### src/rtl/tsf_pkg.sv
package tsf_pkg;

    localparam int SYM_W     = 2;
    localparam int TRIP_SYMS = 3;
    localparam int TRIP_W    = SYM_W * TRIP_SYMS;
    localparam int N_CODES   = 5;

    localparam logic [SYM_W-1:0] S_ZERO  = 2'b00;
    localparam logic [SYM_W-1:0] S_PLUS  = 2'b01;
    localparam logic [SYM_W-1:0] S_MINUS = 2'b11;

    // marker kinds; code table index k maps to kind k+1
    typedef enum logic [2:0] {
        K_NONE    = 3'd0,
        K_EOC     = 3'd1,
        K_EOF_OK  = 3'd2,
        K_EOF_ERR = 3'd3,
        K_SOC     = 3'd4,
        K_SOF     = 3'd5
    } kind_e;

    typedef enum logic [1:0] {
        PH_STREAM = 2'd0,
        PH_ZERO1  = 2'd1,
        PH_ENDD   = 2'd2,
        PH_STARTD = 2'd3
    } phase_e;

    // normal-polarity marker codes, first symbol in the upper bits
    localparam logic [TRIP_W-1:0] CODE_TAB [N_CODES] = '{
        {S_PLUS,  S_ZERO,  S_MINUS},   // control end
        {S_ZERO,  S_PLUS,  S_MINUS},   // frame end, good
        {S_PLUS,  S_MINUS, S_ZERO },   // frame end, bad
        {S_PLUS,  S_PLUS,  S_MINUS},   // control start
        {S_PLUS,  S_PLUS,  S_PLUS }    // frame start
    };

    typedef struct packed {
        phase_e     phase;
        logic       in_frame;
        logic       pol;
        kind_e      ed_kind;
        logic       ed_inv;
        logic       comma;
        logic       eoc;
        logic       eof_ok;
        logic       eof_err;
        logic       soc;
        logic       sof;
        logic       drst;
        logic       ferr;
    } seq_t;

    function automatic logic [TRIP_W-1:0] negate_trip(input logic [TRIP_W-1:0] t);
        logic [TRIP_W-1:0] r;
        r = t;
        for (int i = 0; i < TRIP_SYMS; i++) begin
            if (t[SYM_W*i +: SYM_W] == S_PLUS)
                r[SYM_W*i +: SYM_W] = S_MINUS;
            else if (t[SYM_W*i +: SYM_W] == S_MINUS)
                r[SYM_W*i +: SYM_W] = S_PLUS;
        end
        return r;
    endfunction

endpackage

### src/rtl/tsf_classify.sv
module tsf_classify
    import tsf_pkg::*;
(
    input  logic [TRIP_W-1:0] trip_i,
    output kind_e             kind_o,
    output logic              inv_o,
    output logic              zero_o
);

    logic [N_CODES-1:0] hit_norm;
    logic [N_CODES-1:0] hit_inv;

    for (genvar g = 0; g < N_CODES; g++) begin : g_code
        assign hit_norm[g] = (trip_i == CODE_TAB[g]);
        assign hit_inv[g]  = (trip_i == negate_trip(CODE_TAB[g]));
    end

    assign zero_o = (trip_i == '0);

    always_comb begin
        kind_o = K_NONE;
        inv_o  = 1'b0;
        for (int k = 0; k < N_CODES; k++) begin
            if (hit_norm[k]) begin
                kind_o = kind_e'(3'(k + 1));
                inv_o  = 1'b0;
            end else if (hit_inv[k]) begin
                kind_o = kind_e'(3'(k + 1));
                inv_o  = 1'b1;
            end
        end
    end


    always_comb begin
        code_unique_chk: assert ($onehot0({hit_norm, hit_inv}))
            else $error("triplet matches more than one marker code");
    end

endmodule

### src/rtl/tsf_seq.sv
module tsf_seq
    import tsf_pkg::*;
(
    input  logic  clk,
    input  logic  rst_n,
    input  logic  valid_i,
    input  kind_e kind_i,
    input  logic  inv_i,
    input  logic  zero_i,
    output logic  comma_o,
    output logic  eoc_o,
    output logic  eof_ok_o,
    output logic  eof_err_o,
    output logic  soc_o,
    output logic  sof_o,
    output logic  disp_rst_o,
    output logic  pol_inv_o,
    output logic  in_frame_o,
    output logic  frame_err_o,
    output logic  done_o
);

    seq_t q, d;
    logic ed_fits;
    logic sd_fits;
    logic done;

    assign ed_fits = q.in_frame ? (kind_i == K_EOF_OK || kind_i == K_EOF_ERR)
                                : (kind_i == K_EOC);
    assign sd_fits = (kind_i == K_SOC || kind_i == K_SOF) && (inv_i == q.ed_inv);

    always_comb begin
        d         = q;
        d.comma   = 1'b0;
        d.eoc     = 1'b0;
        d.eof_ok  = 1'b0;
        d.eof_err = 1'b0;
        d.soc     = 1'b0;
        d.sof     = 1'b0;
        d.drst    = 1'b0;
        d.ferr    = 1'b0;
        done      = 1'b0;
        if (valid_i) begin
            unique case (q.phase)
                PH_STREAM: begin
                    if (zero_i) d.phase = PH_ZERO1;
                end
                PH_ZERO1: begin
                    if (zero_i) begin
                        d.phase = PH_ENDD;
                        d.comma = 1'b1;
                    end else begin
                        d.phase = PH_STREAM;
                    end
                end
                PH_ENDD: begin
                    if (ed_fits) begin
                        d.ed_kind = kind_i;
                        d.ed_inv  = inv_i;
                        d.phase   = PH_STARTD;
                    end else begin
                        d.ferr     = 1'b1;
                        d.in_frame = 1'b0;
                        d.phase    = PH_STREAM;
                    end
                end
                PH_STARTD: begin
                    if (sd_fits) begin
                        done       = 1'b1;
                        d.eoc      = (q.ed_kind == K_EOC);
                        d.eof_ok   = (q.ed_kind == K_EOF_OK);
                        d.eof_err  = (q.ed_kind == K_EOF_ERR);
                        d.soc      = (kind_i == K_SOC);
                        d.sof      = (kind_i == K_SOF);
                        d.drst     = 1'b1;
                        d.pol      = inv_i;
                        d.in_frame = (kind_i == K_SOF);
                    end else begin
                        d.ferr     = 1'b1;
                        d.in_frame = 1'b0;
                    end
                    d.phase = PH_STREAM;
                end
                default: d.phase = PH_STREAM;
            endcase
        end
    end

    always_ff @(posedge clk) begin
        if (!rst_n) q <= '0;
        else        q <= d;
    end

    assign comma_o     = q.comma;
    assign eoc_o       = q.eoc;
    assign eof_ok_o    = q.eof_ok;
    assign eof_err_o   = q.eof_err;
    assign soc_o       = q.soc;
    assign sof_o       = q.sof;
    assign disp_rst_o  = q.drst;
    assign pol_inv_o   = q.pol;
    assign in_frame_o  = q.in_frame;
    assign frame_err_o = q.ferr;
    assign done_o      = done;


    end_kind_onehot_chk: assert property (@(posedge clk) disable iff (!rst_n)
        $onehot0({q.eoc, q.eof_ok, q.eof_err}));


    sof_opens_frame_chk: assert property (@(posedge clk) disable iff (!rst_n)
        q.sof |-> q.in_frame);


    eof_from_frame_chk: assert property (@(posedge clk) disable iff (!rst_n)
        (q.eof_ok || q.eof_err) |-> $past(q.in_frame));


    eoc_from_idle_chk: assert property (@(posedge clk) disable iff (!rst_n)
        q.eoc |-> !$past(q.in_frame));


    pol_moves_on_drst_chk: assert property (@(posedge clk) disable iff (!rst_n)
        !$stable(q.pol) |-> q.drst);


    no_pulse_without_valid_chk: assert property (@(posedge clk) disable iff (!rst_n)
        !$past(valid_i) |-> !(q.comma || q.drst || q.ferr));

endmodule

### src/rtl/tsf_watchdog.sv
module tsf_watchdog #(
    parameter int IDLE_LIMIT = 256
) (
    input  logic clk,
    input  logic rst_n,
    input  logic valid_i,
    input  logic in_frame_i,
    input  logic done_i,
    output logic sync_lost_o
);

    localparam int CNT_W = $clog2(IDLE_LIMIT + 1);
    localparam logic [CNT_W-1:0] CNT_LAST = CNT_W'(IDLE_LIMIT - 1);

    typedef struct packed {
        logic [CNT_W-1:0] cnt;
        logic             lost;
    } wd_t;

    wd_t q, d;

    always_comb begin
        d = q;
        if (valid_i) begin
            if (done_i) begin
                d.cnt  = '0;
                d.lost = 1'b0;
            end else if (!in_frame_i) begin
                if (q.cnt == CNT_LAST) d.lost = 1'b1;
                else                   d.cnt  = q.cnt + 1'b1;
            end
        end
    end

    always_ff @(posedge clk) begin
        if (!rst_n) q <= '0;
        else        q <= d;
    end

    assign sync_lost_o = q.lost;


    lost_rise_idle_chk: assert property (@(posedge clk) disable iff (!rst_n)
        $rose(q.lost) |-> ($past(valid_i) && !$past(in_frame_i)));


    lost_fall_done_chk: assert property (@(posedge clk) disable iff (!rst_n)
        $fell(q.lost) |-> $past(done_i));

endmodule

### src/rtl/tsf_framer.sv
module tsf_framer
    import tsf_pkg::*;
#(
    parameter int IDLE_LIMIT = 256
) (
    input  logic              clk,
    input  logic              rst_n,
    input  logic              trip_valid_i,
    input  logic [TRIP_W-1:0] trip_i,
    output logic              comma_o,
    output logic              eoc_o,
    output logic              eof_ok_o,
    output logic              eof_err_o,
    output logic              soc_o,
    output logic              sof_o,
    output logic              disp_rst_o,
    output logic              pol_inv_o,
    output logic              in_frame_o,
    output logic              frame_err_o,
    output logic              sync_lost_o
);

    kind_e kind;
    logic  inv;
    logic  zero;
    logic  done;

    tsf_classify u_cls (
        .trip_i (trip_i),
        .kind_o (kind),
        .inv_o  (inv),
        .zero_o (zero)
    );

    tsf_seq u_seq (
        .clk         (clk),
        .rst_n       (rst_n),
        .valid_i     (trip_valid_i),
        .kind_i      (kind),
        .inv_i       (inv),
        .zero_i      (zero),
        .comma_o     (comma_o),
        .eoc_o       (eoc_o),
        .eof_ok_o    (eof_ok_o),
        .eof_err_o   (eof_err_o),
        .soc_o       (soc_o),
        .sof_o       (sof_o),
        .disp_rst_o  (disp_rst_o),
        .pol_inv_o   (pol_inv_o),
        .in_frame_o  (in_frame_o),
        .frame_err_o (frame_err_o),
        .done_o      (done)
    );

    tsf_watchdog #(.IDLE_LIMIT(IDLE_LIMIT)) u_wd (
        .clk         (clk),
        .rst_n       (rst_n),
        .valid_i     (trip_valid_i),
        .in_frame_i  (in_frame_o),
        .done_i      (done),
        .sync_lost_o (sync_lost_o)
    );

endmodule

### config.mk
export PLATFORM = sky130hd
export DESIGN_NAME = tsf_framer
export DESIGN_NICKNAME = d
export VERILOG_FILES = /design/src/rtl/tsf_pkg.sv /design/src/rtl/tsf_classify.sv /design/src/rtl/tsf_seq.sv /design/src/rtl/tsf_watchdog.sv /design/src/rtl/tsf_framer.sv
export SDC_FILE = /design/constraint.sdc
export NUM_CORES = 1
export LEC_CHECK = 0
export BUFFER_PORTS_ARGS = -buffer_cell sky130_fd_sc_hd__buf_2
export CORE_MARGIN = 3
export CORE_UTILIZATION = 61
export CTS_CLUSTER_DIAMETER = 80
export CTS_CLUSTER_SIZE = 30
export DETAILED_ROUTE_END_ITERATION = 12
export PLACE_DENSITY_LB_ADDON = 0.12
export SETUP_SLACK_MARGIN = 0.05
export SYNTH_ARGS = -nofsm -noshare
export SYNTH_HDL_FRONTEND = slang
export SYNTH_SLANG_ARGS = --single-unit
### constraint.sdc
create_clock -name clk -period 3.1 [get_ports clk]
set_clock_uncertainty 0.1 [all_clocks]
set_input_delay 0.31 -clock clk [delete_from_list [all_inputs] [get_ports clk]]
set_output_delay 0.31 -clock clk [all_outputs]
set_load 0.05 [all_outputs]
* Word level (Yosys, flattened, before mapping) *
Index checks and enable logic that the tools add are counted.

storage, ports and cells
  input port bits = 9
  word-level logic and storage cells = 100
  bits in registers = 26
  output and inout bits = 11

operators by class
  reduce and logical (&&, ||, !) cells = 17
  muxes and demuxes = 40
  equality and inequality tests = 27
  add/sub/neg operators = 1

operators by type and width
  operator               number
  $mux W3                9
  $eq A6 B5 Y1 const B   4
  $eq A6 B6 Y1 const B   4
  $mux W1                22
  $reduce_and A3 Y1      7
  $mux W10               2
  $eq A3 B2 Y1 const B   4
  $add A9 B1 Y9 const B  1
  $eq A9 B8 Y1 const B   1
  $mux W9                1
  $ne A2 B2 Y1 const B   4
  $pmux W2 S4            1
  $eq A3 B1 Y1 const B   2
  $eq A3 B3 Y1 const B   2
  $eq A6 B3 Y1 const B   1
  $eq A6 B4 Y1 const B   1
  $logic_not A6 Y1       1
  $mux W2                3
  $eq A2 B2 Y1 const B   2
  $pmux W1 S2            2
  $reduce_and A2 Y1      2
  $reduce_and A4 Y1      1
  $reduce_bool A2 Y1     2
  $eq A2 B1 Y1 const B   1
  4 further kinds        5

* Logic depth before layout (Yosys ltp) *
  word-level depth = 19
  mapped depth = 8
  mapped depth without buffers = 8

* Hierarchy *
A second synthesis with hierarchy kept.

unflattened totals
  cell total of the unflattened synthesis = 167
  area, all modules = 1436.4 um^2

modules (own cells, without submodules)
  module        sequential area each (um^2)  cells an instance  area each (um^2)  times used
  tsf_seq       320.3                        72                 689.4             1
  tsf_watchdog  200.2                        60                 521.8             1
  tsf_classify  0.0                          35                 225.2             1

* Least setup slack after synthesis *
OpenSTA, ideal clock, no wires.

  path kind = register to register
  start = reg u_wd.q[1] (netlist name)
  end = reg u_wd.q[6] (netlist name)
  required time = 2.878 ns
  path buffers = 0
  cell stages (with the launch flop) = 9
  slack = 1.044 ns
  clock period less this slack = 2.056 ns
  library setup time = 0.122 ns
  arrival = 1.834 ns
  cell sequence = dfxtp_1 ha_1 and4_1 ha_1 nor3b_4 and3_1 nand4_1 xnor2_1 o311a_1

on the way
  longest elaborated chain between the ends = 4
  elaborated cells on any way between the ends = 7
  those cells by class = 1 x add/sub; 2 x eq/ne; 3 x mux; 1 x reduce/logical

RTL lines
  what                    RTL line            RTL
  from (decl)             tsf_watchdog.sv:20  wd_t q, d;
  from (signal assigned)  tsf_watchdog.sv:36  if (!rst_n) q <= '0;
  from (signal assigned)  tsf_watchdog.sv:37  else q <= d;
  $add A9 B1 Y9           tsf_watchdog.sv:30  else d.cnt = q.cnt + 1'b1;
  $mux W9                 tsf_watchdog.sv:29  if (q.cnt == CNT_LAST) d.lost = 1'b1;
  $mux W10                tsf_watchdog.sv:28  end else if (!in_frame_i) begin
  $mux W10                tsf_watchdog.sv:25  if (done_i) begin

Parallel ways exist; a longest one is shown, timed or not. The select of a mux whose other input is x is not followed.
A chain may end at the register's enable or synchronous reset.

* Worst setup path in the final report *
Ends and elaborated chain as after synthesis.

==> flow_summary.yaml <==
global_route:
  grt_util_all_layers_pct: 20.0
  grt_pass1_wl_um: 5190
  grt_max_degree: 23
  antenna_found_initial: 0
  grt_pass1_vias: 1165
  grt_overflow: 0
cells_and_area:
  final_common_cell: "dfxtp_1"
  insertedDiodeCount: 0
  final_cells: 204
  final_cell_mix: "dfxtp_1 (26), nand2_1 (19), buf_2 (19), a21oi_1 (12), xnor2_1 (9)"
  syn_to_final_growth_pct: 6.36
  post-route-util_pct: 71.0
  layout-drive-gt1-share_pct: 22.2
  nets: 189
clock_network:
  post_cts_buffers: 0
  cts_made_buffers: 3
  path_clk_slew_ns: 0.14
  cts_sinks: 26
  post_cts_resized: 0
  ctsHoldBuffers: 0
  htreeDepth: 1
  cts_tree: "yes"
  root_buffer: "clkbuf_4"
  cts_buffer_depth: 2
  clk_latency_ns: 0.32
outcome:
  outcome: "complete, no violations"
timing:
  fin_setup_tns_ns: 0
  fin_crit_sh_pct: 73.6
  fin_ws_ns: 0.819
  worst_pin_slew_ns: 0.546
  drv_slew: 0
  finalHoldViolCount: 0
  relSlewSlack_pct: 63.3
  fin_hold_ws_ns: 0.157
  timing.fmax_mhz: 438
  setup_viol: 0
  final.min_clock_period_ns: 2.28
  rsz0062_at_grt: "false"
synthesis:
  synthCells: 163
  synth_top_area_share_pct: 33.9
  synthArstFlopShare_pct: 0
  synthTopCellsByArea: "dfxtp_1 (34%), xnor2_1 (5.1%), nand2_1 (4.6%), a21oi_1 (3.9%), o311ai_4 (3.4%)"
  synth-edff-count: 0
  synth_seq_area_share_pct: 33.9
  ys_warn_count: 0
  yosys_register_bits: 26
  ys.flop_type: "dfxtp_1"
  syn-num-nets: 174
  ys_types: 53
  yosys.area.top_type: "dfxtp_1"
  syn_area_per_cell_um2: 9.41
  syn_area_mm2: 0.00153
placed_design:
  post-dp-hpwl_um: 2180
  gp_congestion: 0.867
  place_ws_ns: 0.879
  dp_cells: 201
  port_buffers: 19
routing:
  drc_errors: 0
  vias: 1254
  ant_nets: 0
  totalWireLength_um: 2980
  drt_first_pass_iters: 4
  vias_per_cell: 6.15
  wl_per_cell_um: 14.6
  drt_iter0_drc: 25
critical_path:
  setup.worst_path.start_class: "flop"
  arrival_ns: 2.46
  critPathRequiredTime_ns: 3.28
  worst-r2r-setup-slack_ns: 0.82
  crit_type: "flop to flop"
  critPathCaptureType: "flop"
  cp_max_fo: 9
floorplanning:
  coreArea_mm2: 0.00230
  rows: 17
  dieArea_mm2: 0.00315
  die_w_um: 56.1
  start_util_pct: 66.8
  pin_count: 20
  die_h_um: 56.1
pwr:
  power_frac_comb_pct: 13.2
  power_density_mw_per_mm2: 345
  ir_worst_vdd_uv: 255
  p_switching_mw: 0.151
  pwr-share-seq_pct: 61.0
  clkPwrFrac_pct: 25.7
  p_sw_share_pct: 26.8
  internal_power_mw: 0.412
  p_leak_nw: 0.641
job:
  cap_violations: 0
min_path:
  worst_hold_path_type: "input port to flop"
[cells in the mapped netlist, types with 2 or more instances]
library cell  number
nand4_1            6
o311ai_4           2
o21ai_0            4
mux2i_1            2
clkbuf_1           2
o311a_1            2
xnor2_1            9
and3_1             5
nor2_1             6
a31oi_1            2
nor4_1             3
ha_1               2
buf_2              5
nand2b_1           3
buf_6              2
inv_1              3
nor2b_1            2
nand3_1            5
nor3_1             6
and4_1             2
nor4b_1            2
dfxtp_1           26
a21oi_1           12
o311ai_0           2
o22ai_1            2
nand2_1           19
[logic make-up (layout without fill, tap and decap cells)]
| family | count (synthesis) | after routing | synth area share, % |
|---|---|---|---|
| flops | 26 | 26 | 33.9 |
| xor+xnor | 12 | 12 | 8.57 |
| mux | 3 | 3 | 2.04 |
| buf+inv | 12 | 25 | 4.32 |
| fa+ha+maj | 2 | 2 | 1.63 |
| simple gates | 74 | 74 | 30.1 |
| compound gates | 34 | 34 | 19.4 |
[state kept, by name (all words and copies together) (netlist names)]
name,cells
u_seq.eoc_o,1
u_seq.sof_o,1
u_seq.eof_err_o,1
u_seq.in_frame_o,1
u_seq.comma_o,1
u_seq.disp_rst_o,1
u_wd.q,9
u_seq.frame_err_o,1
u_wd.sync_lost_o,1
u_seq.pol_inv_o,1
u_seq.eof_ok_o,1
u_seq.soc_o,1
u_seq.q,6
[layer usage]
| layer | routed length [µm] | global-route usage [%] |
|---|---|---|
| met5 | 0 | 0 |
| met1 | 1500 | 27.7 |
| met4 | 39 | 6.10 |
| met2 | 1310 | 32.2 |
| met3 | 127 | 2.78 |
[final cells by class]
cell class	count	area [µm²]
well taps	28	35.0
fillers	192	666
flip-flops and latches	26	520
multi-input cells	125	947
clock buffers	3	22.5
repair buffers	19	95.1
inverters	3	11.3
[through the flow]
step	area (µm²)	power [mW]
2_1_floorplan	1530	0.409
3_3_place_gp	1610	0.422
3_5_place_dp	1610	0.424
4_1_cts	1630	0.563
5_1_grt	1630	0.586
6_report	1630	0.563
[worst paths after layout]
check / depth (start not counted) / from / end
setup / recovery: 8 / u_wd.q[1] / u_wd.q[6]
hold / removal: 2 / trip_valid_i / u_seq.q[15]
setup reg to reg: 8 / u_wd.q[1] / u_wd.q[6]
hold reg to reg: 2 / u_seq.q[10] / u_seq.eof_ok_o
[power groups by stage]
stage                     registers, mW  logic (mW)  clock network, mW
after floorplan                   0.350      0.0598                  0
after global placement            0.350      0.0715                  0
after detailed placement          0.350      0.0738                  0
after CTS                         0.343      0.0743              0.146
after global routing              0.344      0.0829              0.159
final                             0.343      0.0745              0.145
[worst max-delay path, stage by stage, from the launching register on]
cell     delay [ns]
dfxtp_1        0.36
ha_1           0.24
and4_1         0.21
ha_1           0.23
nor3b_4        0.37
and3_1         0.24
nand4_1        0.14
xnor2_1        0.17
o311a_1        0.17
No activity file was read; power rests on OpenSTA's default activity.
